File: src/rtl/clkreq_pkg.sv
package clkreq_pkg;

  typedef enum logic [1:0] {
    CH_IDLE     = 2'd0,
    CH_WAIT_ON  = 2'd1,
    CH_ON       = 2'd2,
    CH_WAIT_OFF = 2'd3
  } ch_state_e;

  typedef enum logic {
    WR_REQ = 1'b0,
    WR_SRC = 1'b1
  } wr_kind_e;

endpackage

File: src/rtl/clkreq_rst_sync.sv
module clkreq_rst_sync (
  input  logic clk_i,
  input  logic rst_ni,
  output logic rst_no
);

  logic [1:0] stage_q;

  always_ff @(posedge clk_i or negedge rst_ni) begin
    if (!rst_ni) begin
      stage_q <= 2'b00;
    end else begin
      stage_q <= {stage_q[0], 1'b1};
    end
  end

  assign rst_no = stage_q[1];

endmodule

File: src/rtl/clkreq_sync.sv
module clkreq_sync #(
  parameter int STAGES = 2
) (
  input  logic clk_i,
  input  logic rst_ni,
  input  logic d_i,
  output logic q_o
);

  logic [STAGES-1:0] chain_q;
  logic [STAGES-1:0] chain_d;

  generate
    if (STAGES == 1) begin : g_one
      always_comb chain_d = d_i;
    end else begin : g_many
      always_comb chain_d = {chain_q[STAGES-2:0], d_i};
    end
  endgenerate

  always_ff @(posedge clk_i or negedge rst_ni) begin
    if (!rst_ni) begin
      chain_q <= '0;
    end else begin
      chain_q <= chain_d;
    end
  end

  assign q_o = chain_q[STAGES-1];

  generate
    if (STAGES == 2) begin : g_chk
      AST_SYNC_DELAY: assert property (@(posedge clk_i) disable iff (!rst_ni)
        $rose(q_o) |-> $past(d_i, 2));
    end
  endgenerate

endmodule

File: src/rtl/clkreq_chan_fsm.sv
module clkreq_chan_fsm
  import clkreq_pkg::*;
(
  input  logic clk_i,
  input  logic rst_ni,
  input  logic req_i,
  input  logic ack_sync_i,
  output logic ack_o
);

  ch_state_e state_q, state_d;

  always_comb begin
    state_d = state_q;
    unique case (state_q)
      CH_IDLE:     if (req_i)       state_d = CH_WAIT_ON;
      CH_WAIT_ON:  if (ack_sync_i)  state_d = CH_ON;
      CH_ON:       if (!req_i)      state_d = CH_WAIT_OFF;
      CH_WAIT_OFF: if (!ack_sync_i) state_d = CH_IDLE;
      default:                      state_d = CH_IDLE;
    endcase
  end

  always_ff @(posedge clk_i or negedge rst_ni) begin
    if (!rst_ni) begin
      state_q <= CH_IDLE;
    end else begin
      state_q <= state_d;
    end
  end

  assign ack_o = (state_q == CH_ON) || (state_q == CH_WAIT_OFF);

  AST_ACK_HOLD: assert property (@(posedge clk_i) disable iff (!rst_ni)
    (ack_o && req_i) |=> ack_o);
  AST_ACK_RISE_REQ: assert property (@(posedge clk_i) disable iff (!rst_ni)
    $rose(ack_o) |-> req_i);
  AST_ACK_FALL_CLEAR: assert property (@(posedge clk_i) disable iff (!rst_ni)
    $fell(ack_o) |-> !req_i);

endmodule

File: src/rtl/clkreq_chan_regs.sv
module clkreq_chan_regs
  import clkreq_pkg::*;
#(
  parameter int SRC_W = 2
) (
  input  logic             clk_i,
  input  logic             rst_ni,
  input  logic             sel_i,
  input  wr_kind_e         kind_i,
  input  logic [SRC_W-1:0] data_i,
  input  logic             ack_i,
  output logic             req_o,
  output logic [SRC_W-1:0] src_o,
  output logic             viol_o
);

  logic             req_q, req_d;
  logic [SRC_W-1:0] src_q, src_d;
  logic             viol_q, viol_d;
  logic             in_step;
  logic             locked;

  assign in_step = (req_q == ack_i);
  assign locked  = req_q || ack_i;

  always_comb begin
    req_d  = req_q;
    src_d  = src_q;
    viol_d = viol_q;
    if (kind_i == WR_REQ) begin
      if (in_step) begin
        req_d = data_i[0];
      end else if (data_i[0] != req_q) begin
        viol_d = 1'b1;
      end
    end else begin
      if (locked) begin
        viol_d = 1'b1;
      end else begin
        src_d = data_i;
      end
    end
  end

  always_ff @(posedge clk_i or negedge rst_ni) begin
    if (!rst_ni) begin
      req_q  <= 1'b0;
      src_q  <= '0;
      viol_q <= 1'b0;
    end else if (sel_i) begin
      req_q  <= req_d;
      src_q  <= src_d;
      viol_q <= viol_d;
    end
  end

  assign req_o  = req_q;
  assign src_o  = src_q;
  assign viol_o = viol_q;

  AST_REQ_LOCKED: assert property (@(posedge clk_i) disable iff (!rst_ni)
    (req_q != ack_i) |=> $stable(req_q));
  AST_SRC_LOCKED: assert property (@(posedge clk_i) disable iff (!rst_ni)
    (req_q || ack_i) |=> $stable(src_q));
  AST_VIOL_STICKY: assert property (@(posedge clk_i) disable iff (!rst_ni)
    viol_q |=> viol_q);

endmodule

File: src/rtl/clkreq_ctrl.sv
module clkreq_ctrl
  import clkreq_pkg::*;
#(
  parameter int NCH         = 3,
  parameter int SRC_W       = 2,
  parameter int SYNC_STAGES = 2,
  localparam int CH_W       = (NCH > 1) ? $clog2(NCH) : 1
) (
  input  logic                   clk_i,
  input  logic                   rst_ni,
  input  logic                   wr_en_i,
  input  logic [CH_W-1:0]        wr_chan_i,
  input  logic                   wr_kind_i,
  input  logic [SRC_W-1:0]       wr_data_i,
  input  logic [NCH-1:0]         osc_ack_i,
  output logic [NCH-1:0]         osc_req_o,
  output logic [NCH-1:0]         req_o,
  output logic [NCH-1:0]         ack_o,
  output logic [NCH*SRC_W-1:0]   src_sel_o,
  output logic [NCH-1:0]         viol_o
);

  logic     rst_int_n;
  wr_kind_e kind;

  assign kind = wr_kind_e'(wr_kind_i);

  clkreq_rst_sync u_rst (
    .clk_i  (clk_i),
    .rst_ni (rst_ni),
    .rst_no (rst_int_n)
  );

  generate
    for (genvar c = 0; c < NCH; c++) begin : g_ch
      logic sel;
      logic ack_sync;

      assign sel = wr_en_i && (32'(wr_chan_i) == c);

      clkreq_sync #(.STAGES(SYNC_STAGES)) u_sync (
        .clk_i  (clk_i),
        .rst_ni (rst_int_n),
        .d_i    (osc_ack_i[c]),
        .q_o    (ack_sync)
      );

      clkreq_chan_regs #(.SRC_W(SRC_W)) u_regs (
        .clk_i  (clk_i),
        .rst_ni (rst_int_n),
        .sel_i  (sel),
        .kind_i (kind),
        .data_i (wr_data_i),
        .ack_i  (ack_o[c]),
        .req_o  (req_o[c]),
        .src_o  (src_sel_o[c*SRC_W +: SRC_W]),
        .viol_o (viol_o[c])
      );

      clkreq_chan_fsm u_fsm (
        .clk_i      (clk_i),
        .rst_ni     (rst_int_n),
        .req_i      (req_o[c]),
        .ack_sync_i (ack_sync),
        .ack_o      (ack_o[c])
      );
    end
  endgenerate

  assign osc_req_o = req_o;

endmodule

File: config.mk
export PLATFORM = sky130hd
export DESIGN_NAME = clkreq_ctrl
export DESIGN_NICKNAME = d
export VERILOG_FILES = /design/src/rtl/clkreq_pkg.sv /design/src/rtl/clkreq_rst_sync.sv /design/src/rtl/clkreq_sync.sv /design/src/rtl/clkreq_chan_fsm.sv /design/src/rtl/clkreq_chan_regs.sv /design/src/rtl/clkreq_ctrl.sv
export SDC_FILE = /design/constraint.sdc
export NUM_CORES = 1
export LEC_CHECK = 0
export ABC_AREA = 1
export BUFFER_PORTS_ARGS = -buffer_cell sky130_fd_sc_hd__buf_2
export CAP_MARGIN = 20
export CORE_UTILIZATION = 44
export DETAILED_ROUTE_END_ITERATION = 8
export PLACE_DENSITY = 0.78
export RECOVER_POWER = 50
export SLEW_MARGIN = 20
export SYNTH_ARGS = -nofsm -noshare
export SYNTH_HDL_FRONTEND = slang
export SYNTH_HIERARCHICAL = 1
export SYNTH_SLANG_ARGS = --single-unit
File: constraint.sdc
create_clock -name clk_i -period 2.2 [get_ports clk_i]
set_input_delay 0.44 -clock clk_i [delete_from_list [all_inputs] [get_ports clk_i]]
set_output_delay 0.44 -clock clk_i [all_outputs]
set_load 0.01 [all_outputs]
==> flow_summary.ini <==
[run_status]
status = completed

[sta]
fmax_mhz = 575
finClkSkew_ns = 0.0113
hold_viol_final = 0
rsz0062_at_grt = no
setup_viol = 0
fin_ws_ns = 0.462
period_share_pct = 79.0
finalSetupTns_ns = 0
slew_viol_final = 0
tightest_slew_ns = 0.597
slew_headroom_pct = 60.2
period_needed_ns = 1.74

[cts]
post-cts-setup-buffers = 0
cts_max_level = 1
cts_tree = yes
insertion_delay_ns = 0.32
cts_sinks = 26
cts.path.max_buffers = 2
ctsHoldBuffers = 1
cts_root_buf = clkbuf_4
cts_buffers = 3
post_cts_resized = 0
clk_pin_slew_ns = 0.14

[hold_path]
hp-class = in2reg
hold_start = osc_ack_i[1]
hold_path_end = g_ch[1].u_sync/chain_q[0]$_DFF_PN0_
min_path_cells = 1

[cells_and_area]
drive_gt1_share_pct = 23.1
n_antenna_cell = 0
instances_no_fill = 265
n_fill_cell = 318
syn_to_final_growth_pct = 14.6
nets = 248
fin_util_pct = 54.5

[worst_setup_path]
rrSetupSlack_ns = 0.61
cp_max_fo = 4
r2r_cells = 9
cp.arrival_ns = 1.30
crit_required_ns = 1.76
cp-start-kind = flip-flop
endpoint_kind = output port
r2r-end = g_ch[0].u_regs/req_o$_DFFE_PN0P_
critPathKind = reg2out
r2r_start = g_ch[0].u_fsm/state_q[0]$_DFFE_PN0P_

[global_route]
grt_pass1_wl_mm = 4.52
overflow = 0
grt_pass1_vias = 1111
grt_usage_pct = 16.9
grt_use_met3_pct = 2.77
use_met2_pct = 26.5
grt_use_met1_pct = 22.3
grt_antenna_before_repair = 0
grt_busiest_layer = met2
grt_max_degree = 15

[power_and_ir_drop]
clockPowerShare_pct = 11.2
power_mw = 2.12
power_frac_comb_pct = 52.3
swShare_pct = 44.3
leakage_nw = 1.01
power_switching_mw = 0.940
power.internal_mw = 1.18
p_per_area_nw_per_um2 = 1230
irDropWorstVdd_v = 0.000489
power_frac_seq_pct = 36.5

[flow_run]
maxCapViolations = 0

[floorplanning]
die_w_um = 60.4
start_util_pct = 47.5
io_pins = 29
rows = 20
die_h_um = 60.4
die_area_um2 = 3640
core_area_um2 = 3150

[logic_synthesis]
synth_area_leaders = dfrtp_1, nand2_1, ha_1
yosysSeqAreaShare_pct = 43.4
synthesis.instances = 190
synth_warnings = 6
ys_dominant_reg_cell = dfrtp_1
synthTopCellsByCount = nand2_1, inv_1, dfrtp_1
synth_edf_count = 0
synth_top_area_cell = dfrtp_1
synth_top_area_share_pct = 43.4
syn_area_per_cell_um2 = 7.89
synth-async-reset-ratio_pct = 100
synth.most_common_cell = nand2_1
syn_area_um2 = 1500
synth_fp_nets = 216
ys_ff_latch = 26
ys_types = 13

[drt]
wirelength_mm = 2.60
num_vias = 1196
ant_nets = 0
first_iter_violations = 36
detail_route.wl_per_cell_um = 9.81
viasPerCell = 4.51
dr.pass1.iters = 4
drcViolationCount = 0

[place]
globalplace.congestion = 0.829
dp_hpwl_mm = 2.07
preCtsSetupSlack_ns = 0.635
io_buffers = 28
dp_cells = 260
sequential cells by signal, indices dropped and copies added, names as in the netlist:
signal and count:
g_ch.u_regs/req_o 3, u_rst/stage_q 2, g_ch.u_regs/viol_o 3, g_ch.u_regs/src_o 6, g_ch.u_fsm/state_q 6, g_ch.u_sync/chain_q 6
critical path, stage by stage, from the launching register on:
cell     delay [ns]
dfrtp_1        0.42
inv_1          0.08
ha_1           0.22
inv_2          0.07
nand2_1        0.07
buf_2          0.14
worst max path at each step:
| stage | startpoint | endpoint | cells past startpoint |
|---|---|---|---|
| floorplan | g_ch[0].u_fsm/state_q[0]$_DFFE_PN0P_ | g_ch[0].u_regs/req_o$_DFFE_PN0P_ | 9 |
| global placement | g_ch[0].u_fsm/state_q[0]$_DFFE_PN0P_ | g_ch[0].u_regs/req_o$_DFFE_PN0P_ | 9 |
| detailed placement | g_ch[2].u_fsm/state_q[0]$_DFFE_PN0P_ | g_ch[2].u_regs/req_o$_DFFE_PN0P_ | 9 |
| CTS | g_ch[2].u_fsm/state_q[0]$_DFFE_PN0P_ | ack_o[2] | 5 |
| global route | g_ch[2].u_fsm/state_q[0]$_DFFE_PN0P_ | ack_o[2] | 5 |
| finish | g_ch[2].u_fsm/state_q[0]$_DFFE_PN0P_ | ack_o[2] | 5 |
cell families (layout without fill, tap and decap cells):
| kind of cell | Yosys count | count (layout) | share of synthesized area (%) |
|---|---|---|---|
| buffers and inverters | 49 | 80 | 13.0 |
| adders and majority gates | 15 | 15 | 12.5 |
| and+or+nand+nor | 90 | 90 | 27.8 |
| AOI/OAI and AO/OA | 9 | 9 | 3.00 |
| DFF | 26 | 26 | 43.4 |
| other | 1 | 1 | 0.250 |
power by group through the flow:
stage | Sequential [mW] | Clock, mW | Combinational, mW
finish | 0.775 | 0.237 | 1.11
global route | 0.801 | 0.268 | 1.30
CTS | 0.776 | 0.247 | 1.13
detailed placement | 0.786 | 0 | 1.12
global placement | 0.780 | 0 | 1.08
floorplan | 0.798 | 0 | 0.810
stage by stage:
stage	instance area [um^2]	hold WS, ns
floorplan	1500	0.144
global placement	1680	0.227
detailed placement	1680	0.227
CTS	1730	0.200
global route	1720	0.180
finish	1720	0.208
cell type report:
class	count	area (um^2)	area share (%)
timing repair buffer	30	153	8.89
tap	44	55.1	3.20
clock buffer	4	36.3	2.11
multi-input combinational	115	651	37.9
sequential	26	651	37.9
inverter	46	173	10.1
layout by cell type (no fill, tap or decap):
cell type,netlist,layout
dfrtp_1,26,26
nor2_1,3,3
conb_1,1,1
inv_2,6,6
nand3_2,3,3
nand3_1,15,15
dlygate4sd3_1,0,1
o21ai_1,9,9
nand3b_1,3,3
clkbuf_8,0,1
clkbuf_4,0,3
buf_2,0,27
nand2_1,54,55
clkbuf_1,0,2
inv_1,40,40
nand2_2,12,11
ha_1,15,15
metal layers:
metal / vias to the layer above / share of wire [%]
met2: 26 / 48
met5: - / 0
met3: 4 / 4.5
met4: 0 / 0.96
li1: 620 / -
met1: 546 / 47
Note: power is estimated with default switching activity, not from simulation.
